File: src/rtl/miss_tracker_pkg.sv
package miss_tracker_pkg;
  typedef enum logic [2:0] {
    ENT_IDLE,
    ENT_ISSUE,   // counting down to memory request
    ENT_MEM,     // waiting on memory completion
    ENT_FILL,    // counting down to fill
    ENT_RDY      // fill pending arbitration
  } ent_state_e;
endpackage

File: src/rtl/mt_prio.sv
module mt_prio #(
  parameter int N    = 16,
  localparam int IW  = (N > 1) ? $clog2(N) : 1
) (
  input  logic [N-1:0]  req_i,
  output logic [N-1:0]  gnt_o,
  output logic [IW-1:0] idx_o,
  output logic          any_o
);
  always_comb begin
    gnt_o = '0;
    idx_o = '0;
    for (int i = N - 1; i >= 0; i--) begin
      if (req_i[i]) begin
        gnt_o    = '0;
        gnt_o[i] = 1'b1;
        idx_o    = IW'(i);
      end
    end
  end
  assign any_o = |req_i;
endmodule

File: src/rtl/mt_entry.sv
module mt_entry
  import miss_tracker_pkg::*;
#(
  parameter int BLK_W     = 27,
  parameter int STAMP_W   = 16,
  parameter int ISSUE_DLY = 5,
  parameter int FILL_DLY  = 5,
  localparam int MAXD     = (ISSUE_DLY > FILL_DLY) ? ISSUE_DLY : FILL_DLY,
  localparam int CNT_W    = $clog2(MAXD + 1)
) (
  input  logic               clk_i,
  input  logic               rst_ni,
  input  logic               alloc_i,
  input  logic [BLK_W-1:0]   blk_i,
  input  logic               src_i,
  input  logic [STAMP_W-1:0] stamp_i,
  input  logic               done_i,
  input  logic               grant_i,
  output logic               valid_o,
  output logic [BLK_W-1:0]   blk_o,
  output logic               src_o,
  output logic [STAMP_W-1:0] stamp_o,
  output logic               issue_o,
  output logic               fill_pend_o
);
  ent_state_e         state_q;
  logic [CNT_W-1:0]   cnt_q;
  logic [BLK_W-1:0]   blk_q;
  logic               src_q;
  logic [STAMP_W-1:0] stamp_q;

  always_ff @(posedge clk_i or negedge rst_ni) begin
    if (!rst_ni) begin
      state_q <= ENT_IDLE;
      cnt_q   <= '0;
      blk_q   <= '0;
      src_q   <= 1'b0;
      stamp_q <= '0;
    end else begin
      unique case (state_q)
        ENT_IDLE: if (alloc_i) begin
          state_q <= ENT_ISSUE;
          cnt_q   <= CNT_W'(ISSUE_DLY - 1);
          blk_q   <= blk_i;
          src_q   <= src_i;
          stamp_q <= stamp_i;
        end
        ENT_ISSUE: begin
          if (cnt_q == '0) state_q <= ENT_MEM;
          else             cnt_q   <= cnt_q - 1'b1;
        end
        ENT_MEM: if (done_i) begin
          state_q <= ENT_FILL;
          cnt_q   <= CNT_W'(FILL_DLY - 1);
        end
        ENT_FILL: begin
          if (cnt_q == '0) state_q <= grant_i ? ENT_IDLE : ENT_RDY;
          else             cnt_q   <= cnt_q - 1'b1;
        end
        ENT_RDY: if (grant_i) state_q <= ENT_IDLE;
        default: state_q <= ENT_IDLE;
      endcase
    end
  end

  assign valid_o     = (state_q != ENT_IDLE);
  assign blk_o       = blk_q;
  assign src_o       = src_q;
  assign stamp_o     = stamp_q;
  assign issue_o     = (state_q == ENT_ISSUE) && (cnt_q == '0);
  assign fill_pend_o = ((state_q == ENT_FILL) && (cnt_q == '0)) || (state_q == ENT_RDY);


  alloc_free_chk: assert property (@(posedge clk_i) disable iff (!rst_ni)
    alloc_i |-> !valid_o);

  issue_pulse_chk: assert property (@(posedge clk_i) disable iff (!rst_ni)
    issue_o |=> !issue_o);

  free_after_fill_chk: assert property (@(posedge clk_i) disable iff (!rst_ni)
    grant_i |=> !valid_o);

  grant_pend_chk: assert property (@(posedge clk_i) disable iff (!rst_ni)
    grant_i |-> fill_pend_o);

  done_idle_chk: assert property (@(posedge clk_i) disable iff (!rst_ni)
    (!valid_o && done_i && !alloc_i) |=> !valid_o);
endmodule

File: src/rtl/miss_tracker.sv
module miss_tracker #(
  parameter int NUM_ENT   = 16,
  parameter int ADDR_W    = 32,
  parameter int OFS_W     = 5,
  parameter int ISSUE_DLY = 5,
  parameter int FILL_DLY  = 5,
  parameter int STAMP_W   = 16,
  localparam int BLK_W    = ADDR_W - OFS_W,
  localparam int IDX_W    = $clog2(NUM_ENT)
) (
  input  logic               clk_i,
  input  logic               rst_ni,
  input  logic               miss_valid_i,
  input  logic [ADDR_W-1:0]  miss_addr_i,
  input  logic               miss_src_i,
  output logic               full_o,
  output logic               mem_req_valid_o,
  output logic [BLK_W-1:0]   mem_req_blk_o,
  output logic               mem_req_src_o,
  output logic [STAMP_W-1:0] mem_req_stamp_o,
  output logic [IDX_W-1:0]   mem_req_id_o,
  input  logic [NUM_ENT-1:0] mem_done_i,
  output logic               fill_valid_o,
  output logic [BLK_W-1:0]   fill_blk_o,
  output logic [IDX_W-1:0]   fill_id_o
);
  logic [BLK_W-1:0]   miss_blk;
  logic               unused_ofs;
  logic [STAMP_W-1:0] cyc_q;

  logic [NUM_ENT-1:0] ent_valid, ent_issue, ent_pend, ent_match;
  logic [NUM_ENT-1:0] free_gnt, alloc_vec, fill_gnt;
  logic [BLK_W-1:0]   ent_blk   [NUM_ENT];
  logic               ent_src   [NUM_ENT];
  logic [STAMP_W-1:0] ent_stamp [NUM_ENT];
  logic [IDX_W-1:0]   unused_free_idx;
  logic               free_any, hit, accept;

  assign miss_blk   = miss_addr_i[ADDR_W-1:OFS_W];
  assign unused_ofs = ^miss_addr_i[OFS_W-1:0];

  always_ff @(posedge clk_i or negedge rst_ni) begin
    if (!rst_ni) cyc_q <= '0;
    else         cyc_q <= cyc_q + 1'b1;
  end

  genvar g;
  generate
    for (g = 0; g < NUM_ENT; g++) begin : g_ent
      mt_entry #(
        .BLK_W    (BLK_W),
        .STAMP_W  (STAMP_W),
        .ISSUE_DLY(ISSUE_DLY),
        .FILL_DLY (FILL_DLY)
      ) u_ent (
        .clk_i      (clk_i),
        .rst_ni     (rst_ni),
        .alloc_i    (alloc_vec[g]),
        .blk_i      (miss_blk),
        .src_i      (miss_src_i),
        .stamp_i    (cyc_q),
        .done_i     (mem_done_i[g]),
        .grant_i    (fill_gnt[g]),
        .valid_o    (ent_valid[g]),
        .blk_o      (ent_blk[g]),
        .src_o      (ent_src[g]),
        .stamp_o    (ent_stamp[g]),
        .issue_o    (ent_issue[g]),
        .fill_pend_o(ent_pend[g])
      );
      assign ent_match[g] = ent_valid[g] && (ent_blk[g] == miss_blk);
    end
  endgenerate

  assign hit    = |ent_match;
  assign full_o = &ent_valid;
  assign accept = miss_valid_i && !full_o && !hit;

  mt_prio #(.N(NUM_ENT)) u_free_pick (
    .req_i(~ent_valid),
    .gnt_o(free_gnt),
    .idx_o(unused_free_idx),
    .any_o(free_any)
  );
  assign alloc_vec = (accept && free_any) ? free_gnt : '0;

  mt_prio #(.N(NUM_ENT)) u_fill_pick (
    .req_i(ent_pend),
    .gnt_o(fill_gnt),
    .idx_o(fill_id_o),
    .any_o(fill_valid_o)
  );

  always_comb begin
    mem_req_blk_o   = '0;
    mem_req_src_o   = 1'b0;
    mem_req_stamp_o = '0;
    mem_req_id_o    = '0;
    fill_blk_o      = '0;
    for (int i = 0; i < NUM_ENT; i++) begin
      if (ent_issue[i]) begin
        mem_req_blk_o   = ent_blk[i];
        mem_req_src_o   = ent_src[i];
        mem_req_stamp_o = ent_stamp[i];
        mem_req_id_o    = IDX_W'(i);
      end
      if (fill_gnt[i]) fill_blk_o = ent_blk[i];
    end
  end
  assign mem_req_valid_o = |ent_issue;


  one_issue_chk: assert property (@(posedge clk_i) disable iff (!rst_ni)
    $onehot0(ent_issue));

  full_block_chk: assert property (@(posedge clk_i) disable iff (!rst_ni)
    full_o |-> (alloc_vec == '0));

  dup_drop_chk: assert property (@(posedge clk_i) disable iff (!rst_ni)
    (miss_valid_i && hit) |-> (alloc_vec == '0));

  one_alloc_chk: assert property (@(posedge clk_i) disable iff (!rst_ni)
    $onehot0(alloc_vec));

  fill_release_chk: assert property (@(posedge clk_i) disable iff (!rst_ni)
    fill_valid_o |=> !full_o);
endmodule

File: config.mk
export PLATFORM = sky130hd
export DESIGN_NAME = miss_tracker
export DESIGN_NICKNAME = d
export VERILOG_FILES = /design/src/rtl/miss_tracker_pkg.sv /design/src/rtl/mt_prio.sv /design/src/rtl/mt_entry.sv /design/src/rtl/miss_tracker.sv
export SDC_FILE = /design/constraint.sdc
export NUM_CORES = 2
export LEC_CHECK = 0
export ABC_CLOCK_PERIOD_IN_PS = 7700
export BUFFER_PORTS_ARGS = -buffer_cell sky130_fd_sc_hd__buf_2
export CORE_ASPECT_RATIO = 0.75
export CORE_MARGIN = 8
export CORE_UTILIZATION = 65
export CTS_BUF_LIST = sky130_fd_sc_hd__clkbuf_2
export DETAILED_ROUTE_END_ITERATION = 8
export PLACE_DENSITY = 0.95
export SLEW_MARGIN = 20
export SYNTH_ARGS = -nofsm -noshare
export SYNTH_HDL_FRONTEND = slang
export SYNTH_SLANG_ARGS = --single-unit
File: constraint.sdc
create_clock -name clk_i -period 7.7 [get_ports clk_i]
set_input_delay 1.925 -clock clk_i [delete_from_list [all_inputs] [get_ports clk_i]]
set_output_delay 1.925 -clock clk_i [all_outputs]
set_load 0.005 [all_outputs]
==> reports/summary.log <==
qor: timing.slew_headroom 0.174
qor: setup_path.critPathKind flip-flop to output port
qor: clock_network.cts-buffers-inserted 196
qor: timing.clock.fmax 128 MHz
qor: setup_path.cp_data_arrival_time 5.87 ns
qor: pwr.leakage_power 22.6 nW
qor: final_layout.postLayoutCoreUtil 0.701
qor: clock_network.holdBufCountCts 0
qor: setup_path.regToRegSetupSlack 2.59 ns
qor: global_routing.antenna_found_initial 10
qor: routing.routed_wl 191000 um
qor: place.dp.final_hpwl 137000 um
qor: setup_path.end_of_the_worst_register_to_register_path g_ent[13].u_ent.src_o
qor: yosys.synth.cell_area 47100 um^2
qor: routing.first_pass_iters 9
qor: global_routing.vias_in_the_first_global_route 40334
qor: clock_network.clkSlewWorstSetupHoldPaths 0.10 ns
qor: global_routing.overflow 0
qor: global_routing.wire_length_of_the_first_global_routing_pass 274000 um
qor: timing.report.final.slew_viol_count 0
qor: global_routing.groute.usage.overall 0.450
qor: status.run_status finished, violations left
qor: timing.tns -0.126 ns
qor: yosys.synth_seq_area_share 0.433
qor: pwr.power.ir.vdd_worst 0.241 mV
qor: final_layout.synthesis_to_finish_area_growth 6.82%
qor: timing.setup_slack -0.0950 ns
qor: yosys.netlist.area_leader.share 0.433
qor: routing.drt_first_iter_violations 8464
qor: yosys.yosys_warnings 0
qor: setup_path.critical_path.max_fanout 14
qor: place.gpl.final_weighted_congestion 1.15
qor: routing.detail_route.vias_per_cell 7.65
qor: clock_network.tritoncts built
qor: routing.routed-via-count 42763
qor: clock_network.cts.sinks 816
qor: die.die-height 249 um
qor: die.floorplan.die_area 81400 um^2
qor: setup_path.worst_r2r_path_depth 9
qor: final_layout.mostFrequentLayoutCell sky130_fd_sc_hd__dfrtp_1
qor: yosys.post_synth_num_cell_types 82
qor: yosys.synthFlopType sky130_fd_sc_hd__dfrtp_1
qor: die.io-pin-count 134
qor: setup_path.crit_required 5.78 ns
qor: pwr.power_per_cell_area 387 nW/um^2
qor: yosys.synth.net_count 4531
qor: timing.timing.final.hold_violations 0
qor: setup_path.worst_reg2reg_startpoint g_ent[1].u_ent.state_q[2]
qor: yosys.synth_top_area_cell sky130_fd_sc_hd__dfrtp_1
qor: place.io_buffer_count 128
qor: yosys.avgSynthCellArea 10.6 um^2
qor: min_path.hold_path_class input pin to asynchronous set/reset pin
qor: status.failed_checks DRC, setup timing
qor: timing.finClkSkew 0.118 ns
qor: yosys.synth_enable_flop_cells 0
qor: die.floorplan.initialDensity 0.656
qor: final_layout.layout.cells.most_common_list 816 x sky130_fd_sc_hd__dfrtp_1, 675 x sky130_fd_sc_hd__mux2_2, 449 x sky130_fd_sc_hd__xor2_1
qor: timing.post-route-min-period 7.79 ns
qor: routing.drt.antenna.violating_nets 0
qor: die.rows 85
qor: routing.wl_per_cell 34.2 um
qor: clock_network.latest_clock_arrival_within_the_worst_skew_pair 1.59 ns
qor: setup_path.setup.worst_path.end_class output port
qor: final_layout.post_route_cells_drive_above_1_share 0.287
qor: yosys.syn-instance-count 4446
qor: global_routing.pin_count_of_the_biggest_net_entering_global_routing 172
qor: job.cap_viol_max_count 0
qor: yosys.synth_area_leaders sky130_fd_sc_hd__dfrtp_1 43%, sky130_fd_sc_hd__mux2_2 16%, sky130_fd_sc_hd__xor2_1 8.3%
qor: timing.worst-slew-pin-transition 1.23 ns
qor: yosys.ys_async_sr_fraction 1.00
qor: yosys.synth-seq-cells 816
qor: die.core 71800 um^2
qor: timing.post-route-period-util 1.01
qor: routing.drc_errors 20
qor: final_layout.design.final.nets 4572
qor: clock_network.clock_tree.root_cell sky130_fd_sc_hd__clkbuf_2
qor: clock_network.cts.htree.levels 4
qor: setup_path.crit_path_start_kind flip-flop
qor: clock_network.cts_max_path_buffers 3
qor: die.die_w 327 um
qor: timing.setup_violations 2
==> synthesized netlist by cell type (10+ instances only) <==
master / n
sky130_fd_sc_hd__a21o_1: 12
sky130_fd_sc_hd__a21oi_1: 156
sky130_fd_sc_hd__a221o_1: 78
sky130_fd_sc_hd__a221oi_1: 126
sky130_fd_sc_hd__a222oi_1: 51
sky130_fd_sc_hd__a22oi_1: 66
sky130_fd_sc_hd__a2bb2oi_1: 30
sky130_fd_sc_hd__a31oi_1: 25
sky130_fd_sc_hd__and2_1: 20
sky130_fd_sc_hd__buf_2: 123
sky130_fd_sc_hd__buf_4: 12
sky130_fd_sc_hd__clkbuf_1: 271
sky130_fd_sc_hd__dfrtp_1: 816
sky130_fd_sc_hd__ha_1: 33
sky130_fd_sc_hd__inv_1: 57
sky130_fd_sc_hd__mux2_1: 20
sky130_fd_sc_hd__mux2_2: 675
sky130_fd_sc_hd__nand2_1: 147
sky130_fd_sc_hd__nand2b_1: 20
sky130_fd_sc_hd__nand3_1: 60
sky130_fd_sc_hd__nand3b_1: 18
sky130_fd_sc_hd__nand4_1: 68
sky130_fd_sc_hd__nor2_1: 232
sky130_fd_sc_hd__nor2b_1: 27
sky130_fd_sc_hd__nor3_1: 86
sky130_fd_sc_hd__nor4_1: 220
sky130_fd_sc_hd__o211ai_1: 49
sky130_fd_sc_hd__o21ai_0: 133
sky130_fd_sc_hd__o221ai_1: 36
sky130_fd_sc_hd__o22a_1: 10
sky130_fd_sc_hd__o22ai_1: 109
sky130_fd_sc_hd__o31ai_1: 20
sky130_fd_sc_hd__or3_1: 12
sky130_fd_sc_hd__xnor2_1: 13
sky130_fd_sc_hd__xor2_1: 449
==> final cells by class <==
type	count	area, um^2
antenna	16	40.0
tap	957	1200
sequential	816	20400
clock inverter	46	265
inverter	57	214
multi-input combinational	3156	25000
timing repair buffer	260	1740
fill	5025	21500
clock buffer	284	1420
==> worst max-delay path: stages (launching register included) <==
cell and delay, ns:
sky130_fd_sc_hd__dfrtp_1 0.42, sky130_fd_sc_hd__inv_1 0.11, sky130_fd_sc_hd__ha_1 0.18, sky130_fd_sc_hd__nor4bb_2 0.45, sky130_fd_sc_hd__a22oi_1 0.34, sky130_fd_sc_hd__and4_1 0.27, sky130_fd_sc_hd__buf_4 0.22, sky130_fd_sc_hd__and4_4 0.28
sky130_fd_sc_hd__and3_2 0.41, sky130_fd_sc_hd__a222oi_1 0.55, sky130_fd_sc_hd__nand4_1 0.71, sky130_fd_sc_hd__buf_2 0.39
==> kinds of logic (layout without fill, tap and decap cells) <==
family / Yosys count / count (layout) / synth area share
buffers and inverters: 475 / 647 / 0.0425
adders and majority gates: 33 / 33 / 0.00876
other: 1 / 17 / 0.0000796
and+or+nand+nor: 963 / 964 / 0.107
xor gates and xnor gates: 462 / 462 / 0.0859
muxes: 703 / 703 / 0.168
DFF: 816 / 816 / 0.433
AOI/OAI and AO/OA: 993 / 993 / 0.153
==> flip-flops by register name, indices dropped and copies added, names as in the netlist <==
name                 flops
g_ent.u_ent.cnt_q       48
g_ent.u_ent.blk_o      432
g_ent.u_ent.stamp_o    256
cyc_q                   16
g_ent.u_ent.src_o       16
g_ent.u_ent.state_q     48
==> metal layers <==
metal,GRT usage,wire length (um),up-vias
met5,0.0622,494,-
li1,-,-,16958
met4,0.178,10300,12
met2,0.560,71000,3990
met1,0.612,71000,20997
met3,0.276,38500,806
==> power breakdown <==
part	internal [W]	switching [W]	total, W
Combinational	0.00352	0.00612	0.00964
Sequential	0.00539	0.00150	0.00689
Clock	0.00105	0.00189	0.00294
==> per-stage QoR <==
stage               instances  total power (W)  hold slack, ns  setup slack (ns)  cell area, um^2
floorplan                4446           0.0117           0.444              2.80            47100
global placement         5239           0.0154           0.460              1.34            48400
detailed placement       5239           0.0158           0.477              1.27            48400
CTS                      5569           0.0187           0.499           0.00801            50100
global route             5590           0.0200           0.245           -0.0571            50300
finish                   5592           0.0195           0.292           -0.0950            50300
==> worst max-delay path by stage <==
stage / slack [ns] / cells after the start / from / endpoint
6_report: -0.09 / 11 / g_ent[2].u_ent.cnt_q[0] / fill_blk_o[23]
5_1_grt: -0.06 / 11 / g_ent[2].u_ent.cnt_q[0] / fill_blk_o[23]
4_1_cts: 0.008 / 11 / g_ent[3].u_ent.cnt_q[0] / fill_blk_o[23]
3_5_place_dp: 1.27 / 14 / g_ent[3].u_ent.cnt_q[0] / fill_blk_o[25]
3_3_place_gp: 1.34 / 10 / miss_addr_i[28] / g_ent[13].u_ent.src_o
2_1_floorplan: 2.80 / 13 / g_ent[6].u_ent.cnt_q[0] / fill_blk_o[0]
==> what timing repair did <==
item | 4_1_cts | 5_1_grt
pin swaps | 1 | 3
setup buffers | 0 | 5
cloned | 0 | 1
endpoints found under the setup margin | 26 | 46
gates resized for setup | 9 | 17
Note: power is estimated with default switching activity, not from simulation.
